File: src/rtl/spi_rr_pkg.sv
// Package: shared constants for the SPI request router.
// Holds the condition count and the bit positions that software and the
// DMA engine rely on. Other modules derive their widths from these.
package spi_rr_pkg;
    localparam int N_COND     = 6;  // number of status conditions
    localparam int COND_EOQ   = 0;  // end of queue
    localparam int COND_FILL  = 1;  // transmit FIFO fill (DMA capable)
    localparam int COND_DONE  = 2;  // transfer complete
    localparam int COND_UNDR  = 3;  // transmit underflow
    localparam int COND_DRAIN = 4;  // receive FIFO drain (DMA capable)
    localparam int COND_OVFL  = 5;  // receive overflow
endpackage

File: src/rtl/spi_rr_cfg.sv
// Module: spi_rr_cfg
// Holds the per-condition request enables and the two direction selects.
// It turns the selects into a per-condition "steered to DMA" vector.
// Assumes the write word carries the enables in its low bits and the two
// selects directly above them.
module spi_rr_cfg #(
    parameter int N_COND     = spi_rr_pkg::N_COND,
    parameter int FILL_IDX   = spi_rr_pkg::COND_FILL,
    parameter int DRAIN_IDX  = spi_rr_pkg::COND_DRAIN,
    localparam int CFG_W     = N_COND + 2
) (
    input  logic              clk,
    input  logic              rst_n,
    input  logic              cfg_we,
    input  logic [CFG_W-1:0]  cfg_wdata,
    output logic [N_COND-1:0] en_q,
    output logic [N_COND-1:0] dma_steer
);
    localparam int SEL_FILL_BIT  = N_COND;
    localparam int SEL_DRAIN_BIT = N_COND + 1;

    logic sel_fill_q;
    logic sel_drain_q;

    // Load enables and selects on a write strobe; clear them on reset.
    always_ff @(posedge clk) begin
        if (!rst_n) begin
            en_q        <= '0;
            sel_fill_q  <= 1'b0;
            sel_drain_q <= 1'b0;
        end else if (cfg_we) begin
            en_q        <= cfg_wdata[N_COND-1:0];
            sel_fill_q  <= cfg_wdata[SEL_FILL_BIT];
            sel_drain_q <= cfg_wdata[SEL_DRAIN_BIT];
        end
    end

    // Expand the two selects into a per-condition DMA-steer vector.
    always_comb begin
        dma_steer            = '0;
        dma_steer[FILL_IDX]  = sel_fill_q;
        dma_steer[DRAIN_IDX] = sel_drain_q;
    end

    AST_CFG_HOLD: assert property (@(posedge clk) disable iff (!rst_n)
        !cfg_we |=> $stable(en_q) && $stable(dma_steer));
endmodule

File: src/rtl/spi_rr_flags.sv
// Module: spi_rr_flags
// Keeps one sticky flag per condition. An event sets its flag. A clear
// request (write-1-to-clear or DMA acknowledge) resets it, and an event
// in the same cycle takes priority over the clear.
// Assumes the clear vectors are already qualified by their strobes.
module spi_rr_flags #(
    parameter int N_COND = spi_rr_pkg::N_COND
) (
    input  logic              clk,
    input  logic              rst_n,
    input  logic [N_COND-1:0] set_vec,
    input  logic [N_COND-1:0] clr_vec,
    input  logic [N_COND-1:0] ack_vec,
    output logic [N_COND-1:0] flag_q
);
    logic [N_COND-1:0] flag_d;

    // Next flag state: drop cleared bits, then let events override.
    always_comb begin
        flag_d = (flag_q & ~(clr_vec | ack_vec)) | set_vec;
    end

    // Flag register with synchronous reset.
    always_ff @(posedge clk) begin
        if (!rst_n) flag_q <= '0;
        else        flag_q <= flag_d;
    end

    for (genvar i = 0; i < N_COND; i++) begin : g_chk
        AST_SET_WINS: assert property (@(posedge clk) disable iff (!rst_n)
            set_vec[i] |=> flag_q[i]);
        AST_W1C_CLEARS: assert property (@(posedge clk) disable iff (!rst_n)
            clr_vec[i] && !set_vec[i] |=> !flag_q[i]);
        AST_STICKY: assert property (@(posedge clk) disable iff (!rst_n)
            flag_q[i] && !clr_vec[i] && !ack_vec[i] |=> flag_q[i]);
    end
endmodule

File: src/rtl/spi_rr_route.sv
// Module: spi_rr_route
// Purely combinational routing. Each enabled flag goes to its interrupt
// line unless the condition is steered to DMA; in that case it drives the
// DMA request instead. The module also produces the global interrupt and
// turns DMA acknowledges into clear requests.
// Assumes only the fill and drain bits of the steer vector can be set.
module spi_rr_route #(
    parameter int N_COND    = spi_rr_pkg::N_COND,
    parameter int FILL_IDX  = spi_rr_pkg::COND_FILL,
    parameter int DRAIN_IDX = spi_rr_pkg::COND_DRAIN
) (
    input  logic              clk,
    input  logic              rst_n,
    input  logic [N_COND-1:0] flag_q,
    input  logic [N_COND-1:0] en_q,
    input  logic [N_COND-1:0] dma_steer,
    input  logic              fill_ack,
    input  logic              drain_ack,
    output logic [N_COND-1:0] irq_line,
    output logic              irq_any,
    output logic              fill_req,
    output logic              drain_req,
    output logic [N_COND-1:0] ack_vec
);
    logic [N_COND-1:0] active;

    // Requests exist only where a flag is set and its enable is on.
    always_comb begin
        active   = flag_q & en_q;
        irq_line = active & ~dma_steer;
        irq_any  = |irq_line;
    end

    // DMA requests and acknowledge-driven clears for the steered conditions.
    always_comb begin
        fill_req           = active[FILL_IDX]  & dma_steer[FILL_IDX];
        drain_req          = active[DRAIN_IDX] & dma_steer[DRAIN_IDX];
        ack_vec            = '0;
        ack_vec[FILL_IDX]  = fill_ack  & dma_steer[FILL_IDX];
        ack_vec[DRAIN_IDX] = drain_ack & dma_steer[DRAIN_IDX];
    end

    AST_FILL_EXCL: assert property (@(posedge clk) disable iff (!rst_n)
        !(fill_req && irq_line[FILL_IDX]));
    AST_DRAIN_EXCL: assert property (@(posedge clk) disable iff (!rst_n)
        !(drain_req && irq_line[DRAIN_IDX]));
    AST_NO_FLAG_NO_IRQ: assert property (@(posedge clk) disable iff (!rst_n)
        (flag_q == '0) |-> !irq_any);
endmodule

File: src/rtl/spi_req_router.sv
// Module: spi_req_router (top)
// Joins three parts: the configuration register, the sticky flag bank and
// the request router. Together they turn SPI condition pulses into
// interrupt lines, a global interrupt and two DMA requests.
// Assumes event pulses and clears are synchronous to clk.
module spi_req_router #(
    parameter int N_COND     = spi_rr_pkg::N_COND,
    localparam int CFG_W     = N_COND + 2,
    localparam int FILL_IDX  = spi_rr_pkg::COND_FILL,
    localparam int DRAIN_IDX = spi_rr_pkg::COND_DRAIN
) (
    input  logic              clk,
    input  logic              rst_n,
    input  logic [N_COND-1:0] evt_pulse,
    input  logic              clr_we,
    input  logic [N_COND-1:0] clr_mask,
    input  logic              cfg_we,
    input  logic [CFG_W-1:0]  cfg_wdata,
    input  logic              fill_dma_ack,
    input  logic              drain_dma_ack,
    output logic [N_COND-1:0] flag_q,
    output logic [N_COND-1:0] irq_line,
    output logic              irq_any,
    output logic              fill_dma_req,
    output logic              drain_dma_req
);
    logic [N_COND-1:0] en_q;
    logic [N_COND-1:0] dma_steer;
    logic [N_COND-1:0] clr_vec;
    logic [N_COND-1:0] ack_vec;

    // Qualify the write-1-to-clear mask with its strobe.
    always_comb begin
        clr_vec = clr_we ? clr_mask : '0;
    end

    spi_rr_cfg #(.N_COND(N_COND), .FILL_IDX(FILL_IDX), .DRAIN_IDX(DRAIN_IDX)) u_cfg (
        .clk       (clk),
        .rst_n     (rst_n),
        .cfg_we    (cfg_we),
        .cfg_wdata (cfg_wdata),
        .en_q      (en_q),
        .dma_steer (dma_steer)
    );

    spi_rr_flags #(.N_COND(N_COND)) u_flags (
        .clk     (clk),
        .rst_n   (rst_n),
        .set_vec (evt_pulse),
        .clr_vec (clr_vec),
        .ack_vec (ack_vec),
        .flag_q  (flag_q)
    );

    spi_rr_route #(.N_COND(N_COND), .FILL_IDX(FILL_IDX), .DRAIN_IDX(DRAIN_IDX)) u_route (
        .clk       (clk),
        .rst_n     (rst_n),
        .flag_q    (flag_q),
        .en_q      (en_q),
        .dma_steer (dma_steer),
        .fill_ack  (fill_dma_ack),
        .drain_ack (drain_dma_ack),
        .irq_line  (irq_line),
        .irq_any   (irq_any),
        .fill_req  (fill_dma_req),
        .drain_req (drain_dma_req),
        .ack_vec   (ack_vec)
    );

    AST_FILL_ACK_CLEARS: assert property (@(posedge clk) disable iff (!rst_n)
        fill_dma_ack && fill_dma_req && !evt_pulse[FILL_IDX] |=> !flag_q[FILL_IDX]);
    AST_DRAIN_ACK_CLEARS: assert property (@(posedge clk) disable iff (!rst_n)
        drain_dma_ack && drain_dma_req && !evt_pulse[DRAIN_IDX] |=> !flag_q[DRAIN_IDX]);
endmodule

File: config.mk
export PLATFORM = sky130hd
export DESIGN_NAME = spi_req_router
export DESIGN_NICKNAME = d
export VERILOG_FILES = /design/src/rtl/spi_rr_pkg.sv /design/src/rtl/spi_rr_cfg.sv /design/src/rtl/spi_rr_flags.sv /design/src/rtl/spi_rr_route.sv /design/src/rtl/spi_req_router.sv
export SDC_FILE = /design/constraint.sdc
export NUM_CORES = 1
export LEC_CHECK = 0
export BUFFER_PORTS_ARGS = -buffer_cell sky130_fd_sc_hd__buf_2
export CAP_MARGIN = 20
export CELL_PAD_IN_SITES_DETAIL_PLACEMENT = 0
export CELL_PAD_IN_SITES_GLOBAL_PLACEMENT = 2
export CORE_MARGIN = 4
export CORE_UTILIZATION = 20
export CTS_BUF_LIST = sky130_fd_sc_hd__clkbuf_4
export DETAILED_ROUTE_END_ITERATION = 10
export GPL_TIMING_DRIVEN = 0
export PLACE_DENSITY_LB_ADDON = 0.3
export REMOVE_ABC_BUFFERS = 1
export SLEW_MARGIN = 20
export SYNTH_ARGS = -nofsm -noshare
export SYNTH_HDL_FRONTEND = slang
export SYNTH_SLANG_ARGS = --single-unit
File: constraint.sdc
create_clock -name clk -period 0.8 [get_ports clk]
set_input_delay 0.16 -clock clk [delete_from_list [all_inputs] [get_ports clk]]
set_output_delay 0.16 -clock clk [all_outputs]
set_load 0.01 [all_outputs]
**Word-level counts from Yosys, hierarchy flattened**

Cells that the tools add are included.

- Register bits after elaboration: 14
- Bits of input ports: 26
- Output and inout port bits: 15

- Mux-type cells: 1
- Bitwise logic cells: 11
- Reductions and logical operators: 1

Operator list:

| cell | count |
|---|---|
| AND 6 bit | 3 |
| 2-to-1 mux 6 bit | 1 |
| inverter 5 -> 6 bit | 1 |
| inverter 6 bit | 1 |
| OR 6 x 5 -> 6 bit | 1 |
| OR 6 bit | 1 |
| OR reduction 6 bit | 1 |
| AND 1 bit | 4 |

**Depth between registers and ports, before layout**

Gate-level depths: netlist of the first run.

- Depth in word-level cells: 5
- Gate-level depth with buffers: 3
- Depth with buffers taken out: 2

**Modules after synthesis**

Synthesis of the first run repeated with hierarchy kept, for this count alone.

- Cell total of the unflattened synthesis: 87
- Area total of the unflattened synthesis: 754.5 um2

Modules (own cells, without submodules):

| module | times used | cells an instance | area each (um2) | seq. area each (um2) |
|---|---|---|---|---|
| spi_rr_cfg | 1 | 32 | 350.3 | 160.2 |
| spi_rr_flags | 1 | 25 | 241.5 | 120.1 |
| spi_rr_route | 1 | 24 | 125.1 | 0.0 |
| spi_req_router | 1 | 6 | 37.5 | 0.0 |

**Least setup slack after synthesis of the first run**

Ideal clock, no wire load.

- Path kind: reg-to-output
- From: register u_flags.flag_q[5]
- To: output irq_any
- Arrival: 0.675 ns
- Data required time: 0.640 ns
- Path slack: -0.035 ns
- Cell stages (with the launch flop): 3
- Buffers on the path: 0
- Cells stage by stage: dfxtp_1 a22oi_1 nand4_1

- Longest elaborated chain between the ends: 3

RTL lines:

| item | line | text |
|---|---|---|
| start, declared | spi_rr_flags.sv:14 | `output logic [N_COND-1:0] flag_q` |
| start signal, assigned | spi_rr_flags.sv:26 | `else flag_q <= flag_d;` |
| AND 6 bit | spi_rr_route.sv:29 | `active = flag_q & en_q;` |
| AND 6 bit | spi_rr_route.sv:30 | `irq_line = active & ~dma_steer;` |
| OR reduction 6 bit | spi_rr_route.sv:31 | `irq_any = \|irq_line;` |
| end, declared | spi_req_router.sv:23 | `output logic irq_any,` |

Every way passes these cells.

**Final worst setup path of the first run**

Ends and elaborated chain as after synthesis.

==> impl_results.md, run 1 <==
* Post-DP Area at just over 800 µm²
* All-Layer GR Usage at 9.13%
* Fin area at a little over 0.001 mm²
* Cts hold-fix bufs at 0
* CTS tree: done
* Pins Over Slew Limit at 0
* Worst Tran Pin Value at 0.263 ns
* Placeable Area at ~0.0028 mm²
* #FFs+latches synth at 14
* Violated checks: negative setup slack
* Post-Synthesis Cells at 59
* XOR/XNOR Fraction of Synth Area at 0%
* Initial DRT Pass Iterations at 4
* Most common cell after layout, fill and taps aside: buf_2
* Compound-Gate Fraction of Synth Area at approximately 18%
* Clock slew at reported path FFs at 0.08 ns
* Pwr/cell area at 1450 mW/mm²
* Final worst path period share at 151%
* P&R area growth vs syn at 74.2%
* Global-route wire length before repair at 2830 µm
* Die height at 62.6 µm
* Setup Skew at 0.0000448 ns
* Worst setup EP type: output pin
* Critical path class: reg2out
* Overall routed net length at 1750 µm
* Hold_ws at approximately 0.086 ns
* Pre-CTS WS at -0.206 ns
* Unrepaired setup endpoints after global routing: true
* Cell Area, Synth at slightly below 600 µm²
* Die Wd at roughly 63 µm
* Final min period at ~1.2 ns
* Vias at 613
* Final setup TNS at -3.67 ns
* Routed Antenna Nets at 0
* Total I/O pin count at 41
* H-tree depth at 1
* Gpl congestion at ~0.66
* Iter 0 DRT Violations at 15
* Skew-Pair Late Insertion Delay at 0.27 ns
* Max stage delay on crit path at ~0.36 ns
* Leakage at about 0.53 nW
* Layout cells sized above 1 at approximately two thirds
* Post-Syn Area per Cell at around 10 µm²
* Post-synth top area share at a little under half
* TritonCTS Buffers at 3
* Worst Setup Slack, final at -0.411 ns
* Seq/Total Area, Yosys at a little under half
* CP Launch Type: register
* Drc violations at 0
* Area contributors post-synth: dfxtp_1, mux2i_1, a21boi_0
* Fin. Hold Viols at 0
* Worst vdd ir at ~0.95 mV
* Layout Utilization at 37.1%
* Gr ovfl total at 0
* Simple-Gate Fraction of Synth Area at ~17%
* Initial Util at 21.3%
* Worst-path cell chain: a22oi_2, nand4_1, buf_2
* Largest net degree at the start of global routing at 9
* Final Non-Filler Cells at 140
* CP arrival at 1.05 ns
* Main combinational cell family by area after synthesis: compound AO/OA/AOI/OAI gates
* I/O Buffers at 40
* Area leader, netlist: dfxtp_1
* Synth warn at 0
* Vias in the first global route at about 650
* Critical path required time at approximately 0.64 ns
* Total of max-cap violations at 0
* Status: finished, violations left
* Worst rel slew slack at just over 80%
* Placed cells at 129
* Distinct cells, synth at 15
* Hold Path Class: in2reg
* Via density at around 4.4
* Ant diodes at 0
* Post-synthesis adder-cell area fraction at 0%
* Critical Path Fanout Max at 4
* CTS max path bufs at 2
* Clock tree sinks at 14
* FMAX at 826 MHz
* Post-layout nets at ~140
* Commonest cells after routing, fill and taps aside: buf_2, buf_6, dfxtp_2
* Drt wl/cell at 12.5 µm
* Die area at just under 0.004 mm²
* Initial antenna violation count at 0
* Setup-failing EPs final at 16
* DP HPWL at 1340 µm
* Num rows at 19
* Pwr Total at approximately 1.5 mW
* Mux cell area share after synthesis at between 10 and 15%
* Root Driver: clkbuf_4
* Slowest-stage cell, CP: dfxtp_4
[worst max-delay path, delay by kind of cell (launching register included)]
family	cells	cell delay (ns)
DFF	1	0.36
and+or+nand+nor	1	0.11
AOI/OAI and AO/OA	1	0.16
buffers and inverters	1	0.15
[final cells by class]
| cell class | count | area (µm²) |
|---|---|---|
| Sequential cell | 14 | 305 |
| Clock inverter | 1 | 3.75 |
| Tap cell | 31 | 38.8 |
| Multi-Input combinational cell | 41 | 322 |
| Inverter | 3 | 11.3 |
| Timing Repair Buffer | 47 | 337 |
| Fill cell | 298 | 1770 |
| Clock buffer | 3 | 22.5 |
[what timing repair did]
item / in CTS / in global routing
setup endpoints to repair: 15 / 18
pin swaps: 7 / 1
gates resized for setup: 25 / 16
buffers inserted: 5 / 2
[cells by family (layout without fill, tap and decap cells)]
family | Yosys count | count (layout)
flops | 14 | 14
compound gates | 14 | 14
simple gates | 19 | 19
mux | 8 | 8
buf+inv | 4 | 54
[where the power goes]
part | total (mW) | internal, mW | switching [mW]
clock | 0.396 | 0.181 | 0.216
sequential | 0.792 | 0.748 | 0.0435
combinational | 0.318 | 0.198 | 0.120
[sequential cells by signal, summed over array words and instances, names as in the netlist]
name               flops
u_cfg.sel_drain_q      1
u_cfg.en_q             6
u_cfg.sel_fill_q       1
u_flags.flag_q         6
[path summary, 6_finish.rpt]
| kind | from | endpoint | slack [ns] | cells past startpoint |
|---|---|---|---|---|
| min reg2reg | u_cfg.en_q[1] | u_cfg.en_q[1] | 0.51 | 2 |
| min | evt_pulse[3] | u_flags.flag_q[3] | 0.09 | 2 |
| max reg2reg | u_flags.flag_q[1] | u_flags.flag_q[1] | -0.06 | 3 |
| max | u_flags.flag_q[5] | irq_any | -0.41 | 3 |
[synthesized netlist by cell type (all sizes together)]
cell    instances
nand3b          4
buf             1
nor2            8
mux2i           8
a21boi          6
o21a            4
o211a           2
dfxtp          14
and3            2
nand4           1
and2            4
inv             3
a22oi           2
[routing by layer]
layer / track usage (%) / wire (µm) / vias to the layer above
li1: - / - / 309
met4: 2.48 / 13 / 0
met3: 4.14 / 153 / 2
met2: 14.9 / 834 / 25
met1: 10.7 / 749 / 277
met5: 0 / 0 / -
Note: power is estimated with default switching activity, not from simulation.
==> run 2: changes to the inputs <==
--- a/config.mk
+++ b/config.mk
@@ -5,12 +5,13 @@
 export SDC_FILE = /design/constraint.sdc
 export NUM_CORES = 1
 export LEC_CHECK = 0
+export ABC_AREA = 1
 export BUFFER_PORTS_ARGS = -buffer_cell sky130_fd_sc_hd__buf_2
 export CAP_MARGIN = 20
 export CELL_PAD_IN_SITES_DETAIL_PLACEMENT = 0
 export CELL_PAD_IN_SITES_GLOBAL_PLACEMENT = 2
 export CORE_MARGIN = 4
-export CORE_UTILIZATION = 20
+export CORE_UTILIZATION = 17
 export CTS_BUF_LIST = sky130_fd_sc_hd__clkbuf_4
 export DETAILED_ROUTE_END_ITERATION = 10
 export GPL_TIMING_DRIVEN = 0
==> impl_results.md, run 2 <==
* Simple-Gate Fraction of Synth Area at 28.2%
* Pins Over Slew Limit at 0
* Pwr/cell area at ~1500 mW/mm²
* Cell Area, Synth at roughly 560 µm²
* Clock group share of total power at 25.3%
* Area contributors post-synth: dfxtp_1, nor2_1, nand2_1
* Violated checks: negative setup slack
* Initial Util at between 10% and 20%
* Clock tree sinks at 14
* I/O Buffers at 40
* Hold_ws at 0.0874 ns
* P&R area growth vs syn at 91.3%
* P_sw at ~420 µW
* Commonest cells after routing, fill and taps aside: buf_2, nor2_1, buf_6
* CP arrival at 1.03 ns
* Pre-CTS WS at -0.154 ns
* Worst-path cell chain: nand2_2, nand2_2, nor2_2, nand2_1, buf_2
* Critical path class: reg2out
* XOR/XNOR Fraction of Synth Area at 0%
* Critical Path Fanout Max at 2
* Largest net degree at the start of global routing at 11
* H-tree depth at 1
* Top_reg_cell synth: dfxtp_1
* Overall routed net length at 2000 µm
* Post-layout nets at roughly 160
* DP HPWL at around 1400 µm
* Cts hold-fix bufs at 0
* Setup Skew at between 0.00008 and 0.00009 ns
* Worst rel slew slack at ~87%
* Final setup TNS at -3.96 ns
* Main combinational cell family by area after synthesis: simple AND/OR/NAND/NOR gates
* Gr ovfl total at 0
* Die area at between 0.004 and 0.005 mm²
* Ant diodes at 0
* Fin area at around 0.0011 mm²
* #FFs+latches synth at 14
* Gpl congestion at a little under 0.7
* Post-synth top cells: nor2_1, nand2_1, dfxtp_1
* Switching Fraction at 27.1%
* Logic pwr share at a little under a quarter
* CP Launch Type: register
* CP delay by family, top: flip-flops
* Seq/Total Area, Yosys at 50.1%
* Root Driver: clkbuf_4
* Drc violations at 0
* Most common cell after layout, fill and taps aside: buf_2
* Top-count cell post-synth: nor2_1
* Skew-Pair Late Insertion Delay at around 0.27 ns
* Iter 0 DRT Violations at 5
* CTS tree: done
* Final min period at roughly 1.2 ns
* Leakage at roughly 0.55 nW
* Worst Setup Slack, final at -0.390 ns
* Post-synth top area share at between 50% and 60%
* Post-synth EDFFs at 0
* Total of max-cap violations at 0
* Biggest regs: u_cfg.en_q x6, u_flags.flag_q x6
* Routed Antenna Nets at 0
* Post-Syn Area per Cell at 6.82 µm²
* Fin. Hold Viols at 0
* Post-Synthesis Cells at between 80 and 90
* TritonCTS Buffers at 3
* Worst setup EP type: output pin
* Die height at approximately 65 µm
* FMAX at 841 MHz
* Total I/O pin count at approximately 40
* Final worst path period share at 149%
* Num rows at 20
* CTS max path bufs at 2
* Slowest-stage cell, CP: dfxtp_2
* Area leader, netlist: dfxtp_1
* Global-route wire length before repair at between 3000 and 4000 µm
* Hold Path Class: in2reg
* Vias at 714
* Drt wl/cell at between 10 and 15 µm
* Initial antenna violation count at 0
* Initial DRT Pass Iterations at 2
* Unrepaired setup endpoints after global routing: true
* Via density at 3.97
* Sequential Power Share at between 50 and 60%
* Die Wd at 65.4 µm
* Post-DP Area at 815 µm²
* Placeable Area at between 0.003 and 0.004 mm²
* Pwr Total at ~1.6 mW
* Distinct cells, synth at 9
* Compound-Gate Fraction of Synth Area at 14.3%
* Synth warn at 0
* Worst Tran Pin Value at 0.190 ns
* Mux cell area share after synthesis at 0%
* Layout cells sized above 1 at approximately 65%
* Max stage delay on crit path at around 0.34 ns
* Post-synthesis adder-cell area fraction at 0%
* Internal power at 1.13 mW
* Clock slew at reported path FFs at roughly 0.08 ns
* Worst vdd ir at between 0.5 and 0.6 mV
* Async S/R FF share, synth at 0%
* All-Layer GR Usage at about a tenth
* Vias in the first global route at approximately 740
* Crit path top cell by count: nand2_2
* Total buffers and inverters traversed by the critical path at 1
* Setup-failing EPs final at 17
* Status: finished, violations left
* Critical path required time at 0.64 ns
## run 2: area by class of cell
class,instances,area [µm²]
Fill cell,369,2030
Timing Repair Buffer,51,378
Sequential cell,14,300
Multi-Input combinational cell,57,273
Tap cell,44,55.1
Inverter,11,41.3
Clock buffer,3,22.5
## run 2: stage by stage
step           std cells  utilization [%]
6_report             180             34.5
3_5_place_dp         166             26.3
3_3_place_gp         166             26.3
2_1_floorplan         82                -
5_1_grt              180             34.5
4_1_cts              176             32.3
## run 2: cells by family (layout without fill, tap and decap cells)
group | after synthesis | after routing
AND/OR/NAND/NOR | 41 | 41
AO/OA/AOI/OAI | 16 | 16
flip-flops | 14 | 14
buffers and inverters | 11 | 65
## run 2: timing repair
item	4_1_cts	5_1_grt
gates resized for setup	40	15
endpoints found under the setup margin	15	15
buffers inserted	7	7
pin swaps	8	10
## run 2: worst paths after layout
path                                   startpoint           endpoint  slack [ns]  cells after the start
worst max-delay path            u_flags.flag_q[0]            irq_any       -0.39                      5
worst min-delay path                 evt_pulse[2]  u_flags.flag_q[2]        0.09                      3
worst max register to register  u_flags.flag_q[5]  u_flags.flag_q[5]       -0.03                      4
worst min register to register   u_cfg.sel_fill_q   u_cfg.sel_fill_q        0.47                      2
## run 2: layer usage
| metal | vias to the layer above | share of wire, % | track usage (%) |
|---|---|---|---|
| met4 | 0 | 0.35 | 3.89 |
| met5 | - | 0 | 0 |
| met3 | 2 | 10 | 3.76 |
| li1 | 364 | - | - |
| met2 | 32 | 45 | 15.5 |
| met1 | 316 | 45 | 11.7 |
## run 2: power by group through the flow
stage	Combinational [mW]	Sequential [mW]	Clock, mW
final	0.365	0.793	0.393
after floorplan	0.102	0.798	0
after global placement	0.244	0.793	0
after global routing	0.407	0.799	0.442
after CTS	0.335	0.795	0.420
after detailed placement	0.247	0.793	0
## run 2: worst register-to-register path: stages (launching register included)
cell	delay, ns
dfxtp_2	0.33
buf_4	0.13
buf_6	0.11
a21oi_2	0.12
nor2_1	0.04
